File: src/rtl/alu_pkg.sv
package alu_pkg;
  typedef struct packed {
    logic       sub;
    logic [1:0] bsel;
    logic       shft;
    logic       math;
  } alu_fn_t;

  typedef enum logic [1:0] {
    LOG_AND = 2'b00,
    LOG_OR  = 2'b01,
    LOG_XOR = 2'b10,
    LOG_NOR = 2'b11
  } log_op_e;
endpackage

File: src/rtl/alu_addsub.sv
module alu_addsub #(
  parameter int W = 32
) (
  input  logic [W-1:0] a_i,
  input  logic [W-1:0] b_i,
  input  logic         sub_i,
  output logic [W-1:0] sum_o,
  output logic         c_o,
  output logic         v_o
);
  logic [W-1:0] bx;
  logic [W:0]   t;

  // B is inverted for subtraction and sub feeds the carry-in
  assign bx = b_i ^ {W{sub_i}};
  assign t  = {1'b0, a_i} + {1'b0, bx} + {{W{1'b0}}, sub_i};
  assign sum_o = t[W-1:0];
  assign c_o   = t[W];
  assign v_o   = (a_i[W-1] == bx[W-1]) && (t[W-1] != a_i[W-1]);
endmodule

File: src/rtl/alu_shifter.sv
module alu_shifter #(
  parameter int W   = 32,
  parameter int SHW = $clog2(W)
) (
  input  logic [W-1:0]   b_i,
  input  logic [SHW-1:0] amt_i,
  input  logic [1:0]     bsel_i,
  output logic [W-1:0]   res_o
);
  logic left, fill;
  logic [W-1:0] b_rev, st_rev;
  logic [W-1:0] stg [0:SHW];

  assign left = ~bsel_i[1];
  assign fill = bsel_i[1] & bsel_i[0] & b_i[W-1];

  // a left shift is a right shift on bit-reversed data
  for (genvar i = 0; i < W; i++) begin : g_rev
    assign b_rev[i]  = b_i[W-1-i];
    assign st_rev[i] = stg[SHW][W-1-i];
  end

  assign stg[0] = left ? b_rev : b_i;

  for (genvar k = 0; k < SHW; k++) begin : g_stage
    localparam int S = 1 << k;
    assign stg[k+1] = amt_i[k] ? {{S{fill}}, stg[k][W-1:S]} : stg[k];
  end

  assign res_o = left ? st_rev : stg[SHW];
endmodule

File: src/rtl/alu_logic.sv
module alu_logic
  import alu_pkg::*;
#(
  parameter int W = 32
) (
  input  logic [W-1:0] a_i,
  input  logic [W-1:0] b_i,
  input  logic [1:0]   bsel_i,
  output logic [W-1:0] res_o
);
  always_comb begin
    unique case (log_op_e'(bsel_i))
      LOG_AND: res_o = a_i & b_i;
      LOG_OR:  res_o = a_i | b_i;
      LOG_XOR: res_o = a_i ^ b_i;
      default: res_o = ~(a_i | b_i);
    endcase
  end
endmodule

File: src/rtl/flag_alu.sv
module flag_alu
  import alu_pkg::*;
#(
  parameter int W = 32
) (
  input  logic [W-1:0] a_i,
  input  logic [W-1:0] b_i,
  input  logic [4:0]   fn_i,
  output logic [W-1:0] res_o,
  output logic [3:0]   flags_o
);
  localparam int SHW = $clog2(W);

  alu_fn_t      fn;
  logic [W-1:0] add_res, sh_res, log_res;
  logic         add_c, add_v, v_f, c_f;

  assign fn = alu_fn_t'(fn_i);

  alu_addsub #(.W(W)) u_add (
    .a_i(a_i), .b_i(b_i), .sub_i(fn.sub),
    .sum_o(add_res), .c_o(add_c), .v_o(add_v)
  );

  alu_shifter #(.W(W), .SHW(SHW)) u_sh (
    .b_i(b_i), .amt_i(a_i[SHW-1:0]), .bsel_i(fn.bsel), .res_o(sh_res)
  );

  alu_logic #(.W(W)) u_log (
    .a_i(a_i), .b_i(b_i), .bsel_i(fn.bsel), .res_o(log_res)
  );

  always_comb begin
    if (fn.shft) begin
      res_o = sh_res;
      v_f = 1'b0;
      c_f = 1'b0;
    end else if (fn.math) begin
      res_o = add_res;
      v_f = add_v;
      c_f = add_c;
    end else begin
      res_o = log_res;
      v_f = 1'b0;
      c_f = 1'b0;
    end
  end

  assign flags_o = {~|res_o, v_f, c_f, res_o[W-1]};
endmodule

File: config.mk
export PLATFORM = sky130hd
export DESIGN_NAME = flag_alu
export DESIGN_NICKNAME = d
export VERILOG_FILES = /design/src/rtl/alu_pkg.sv /design/src/rtl/alu_addsub.sv /design/src/rtl/alu_shifter.sv /design/src/rtl/alu_logic.sv /design/src/rtl/flag_alu.sv
export SDC_FILE = /design/constraint.sdc
export NUM_CORES = 1
export LEC_CHECK = 0
export BUFFER_PORTS_ARGS = -buffer_cell sky130_fd_sc_hd__buf_2
export CAP_MARGIN = 10
export CORE_ASPECT_RATIO = 1.25
export CORE_MARGIN = 2
export CORE_UTILIZATION = 50
export DETAILED_ROUTE_END_ITERATION = 7
export PLACE_DENSITY = 0.7
export SYNTH_ARGS = -nofsm -noshare
export SYNTH_HDL_FRONTEND = slang
export SYNTH_SLANG_ARGS = --single-unit
File: constraint.sdc
create_clock -name vclk -period 11.55
set_input_delay 1.155 -clock vclk [all_inputs]
set_output_delay 1.155 -clock vclk [all_outputs]
set_load 0.005 [all_outputs]
==> results_dict.tcl <==
set metrics [dict create \
    setup_tns_ns 0 \
    dp_hpwl_um 27650 \
    detail-route-antenna-nets 0 \
    p_int_mw 0.1986 \
    die_h_um 148.6 \
    status "complete, no violations" \
    postCtsSetupRepairBufs 0 \
    ys_types 82 \
    final-seq-area_um2 0 \
    dieArea_um2 17780 \
    drtPass1Iterations 8 \
    holdPathEnd "flags_o[2]" \
    post-place-ws_ns 4.001 \
    pwr-share-seq_pct 0 \
    hold_depth 5 \
    critical_path_class "primary input to output port" \
    grt_overflow 0 \
    cp_top_family "simple AND/OR/NAND/NOR gates" \
    ctsHoldBuffers 0 \
    rsz0062_at_grt "no" \
    final-max-slew-violation-count 0 \
    relSlewSlack_pct 29.63 \
    drt-total-wl_um 35360 \
    rows 52 \
    place_area_um2 8765 \
    num_io_pins 105 \
    vias 9448 \
    cp-end-kind "output port" \
    grt_max_degree 88 \
    cp_slowest_cell "inv_1" \
    design.seq.count 0 \
    fp.dieW_um 119.7 \
    wl_per_cell_um 25.85 \
    worstPathRequired_ns 10.40 \
    whs_ns 2.786 \
    p_per_area_nw_per_um2 60.31 \
    synth_area_leader_cell "ha_1" \
    core_um2 16270 \
    cts_resized 0 \
    port_buffers 105 \
    min_period_ns 7.589 \
    grt.total_usage_pct 39.11 \
    diodes 0 \
    worst_pin_slew_ns 1.055 \
    synthCells 1136 \
    syn_area_per_cell_um2 7.360 \
    swShare_pct 62.42 \
    hold_violations 0 \
    hp-start "a_i[31]" \
    vias_per_cell 6.906 \
    dp.cells 1368 \
    period_share_pct 65.71 \
    final_cell_area_um2 8765 \
    pwr-share-clk_pct 0 \
    num-clock-buffers 0 \
    grt_antenna_before_repair 0 \
    syn_area_um2 8361 \
    path_buf_inv 4 \
    gp_congestion 1.034 \
    cp_cell_sequence "buf_2 > buf_4 > inv_1 > fa_1 > nor2b_1 > o21ai_0 > a211oi_1 > o31ai_1 > nor2b_1 > nor4_1 > o311ai_1 > a2111o_1 > or4_1 > nor4b_1 > and4b_1 > buf_2" \
    critPathLaunchType "primary input" \
    syn_nets 1303 \
    setup_viol 0 \
    comb_power_share_pct 100.0 \
    ys_warn_count 0 \
    worst_path_largest_cell_delay_ns 0.63 \
    n_fill_cell 1647 \
    p_leak_nw 3.916 \
    hold_class "primary input to output port" \
    stdcell_count 1368 \
    grt_pass1_vias 8743 \
    area_growth_pct 4.834 \
    clock.fmax_mhz 131.8 \
    cp_data_arrival_time_ns 6.43 \
    drc_errors 0 \
    p_sw_mw 0.3300 \
    drive_above_1_share_pct 17.01 \
    layout_setup_ws_ns 3.961 \
    ys_top_cells_by_area "ha_1 (15%), mux4_2 (10%), xor2_1 (6.8%)" \
    start_util_pct 51.40 \
    irDropWorstVdd_v 0.00004870 \
    worstPathMaxFanout 61 \
    drtIter0Drc 1128 \
    cap_violations 0 \
    synth.top_cell.area_share_pct 14.52 \
    nNetsFinal 1321 \
    grt_first_pass_wirelength_um 53980 \
    ys_seq_area_share_pct 0 \
]
[tightest hold or removal path, cell delays in order]
cell and delay (ns):
buf_2 0.12, inv_1 0.08, xnor2_1 0.12, nor3_1 0.04, buf_2 0.12
[cell type report]
cell class / count / area (µm²) / share of cell area, %
Multi-Input combinational cell: 956 / 7584 / 86.52
Timing Repair Buffer: 115 / 606.8 / 6.924
Tap cell: 216 / 270.3 / 3.084
Inverter: 81 / 304.0 / 3.469
[Yosys cell counts, types with 16 or more instances]
cell type,instances
ha_1,97
nand2_1,81
a21oi_1,79
inv_1,77
nor2_1,71
xor2_1,65
a211oi_1,54
clkbuf_1,53
mux2i_1,45
nor3_1,41
o21ai_0,41
mux4_2,38
nor2b_1,35
mux2_2,28
buf_2,24
nand3_1,22
o22ai_1,18
o211ai_1,17
o21a_1,16
[cells by family (layout without fill, tap and decap cells)]
| kind of cell | after synthesis | after routing | synth area share [%] |
|---|---|---|---|
| adder cells (fa/ha/maj) | 98 | 98 | 14.76 |
| AO/OA/AOI/OAI | 356 | 356 | 29.45 |
| XOR/XNOR | 77 | 77 | 8.156 |
| AND/OR/NAND/NOR | 310 | 310 | 18.05 |
| multiplexers | 115 | 115 | 20.29 |
| buffers and inverters | 180 | 196 | 9.294 |
[worst max path at each step]
| stage | startpoint | end | slack [ns] | depth (start not counted) |
|---|---|---|---|---|
| after floorplan | a_i[1] | flags_o[3] | 5.31 | 17 |
| after global placement | a_i[1] | flags_o[3] | 4.11 | 16 |
| after detailed placement | a_i[1] | flags_o[3] | 4.00 | 16 |
| after CTS | a_i[1] | flags_o[3] | 4.00 | 16 |
| after global routing | a_i[1] | flags_o[3] | 3.63 | 16 |
| final | a_i[1] | flags_o[3] | 3.96 | 16 |
[per-stage QoR]
stage	util, %	total power, mW
6_report	53.88	0.5286
5_1_grt	53.88	0.5679
4_1_cts	53.88	0.5156
3_5_place_dp	53.88	0.5132
3_3_place_gp	53.88	0.5124
2_1_floorplan	-	0.3505
[metal layers]
metal	routed length, µm	track usage, %	vias up
met5	0	0	-
met4	1991	17.29	0
met3	2980	3.604	99
met2	16260	64.29	569
met1	14130	52.16	4483
li1	-	-	4297
[power by group through the flow]
stage,logic (mW),registers [mW],clock network (mW)
floorplan,0.351,0,0
global placement,0.512,0,0
detailed placement,0.513,0,0
CTS,0.516,0,0
global route,0.568,0,0
finish,0.529,0,0
[layout by cell type, fill, tap and decap left out, types with 9 or more instances in the layout]
cell | netlist | layout
o221ai_1 | 11 | 11
xnor2_1 | 11 | 11
nor2_1 | 71 | 71
a31oi_1 | 13 | 13
mux2i_1 | 45 | 45
inv_1 | 77 | 77
o211ai_1 | 17 | 17
mux2_2 | 28 | 28
or3_1 | 9 | 9
nor3_1 | 41 | 41
o21ai_0 | 41 | 41
o21a_1 | 16 | 16
xor2_1 | 65 | 65
a22oi_1 | 9 | 9
nand2_1 | 81 | 81
and3_1 | 9 | 9
o22ai_1 | 18 | 18
mux4_2 | 38 | 38
buf_2 | 24 | 104
nand3_1 | 22 | 22
nor2b_1 | 35 | 35
a221oi_1 | 11 | 11
buf_4 | 8 | 10
a21o_1 | 15 | 15
a21oi_1 | 79 | 79
a211oi_1 | 54 | 54
ha_1 | 97 | 97
Power figures use the tool's default switching activity.
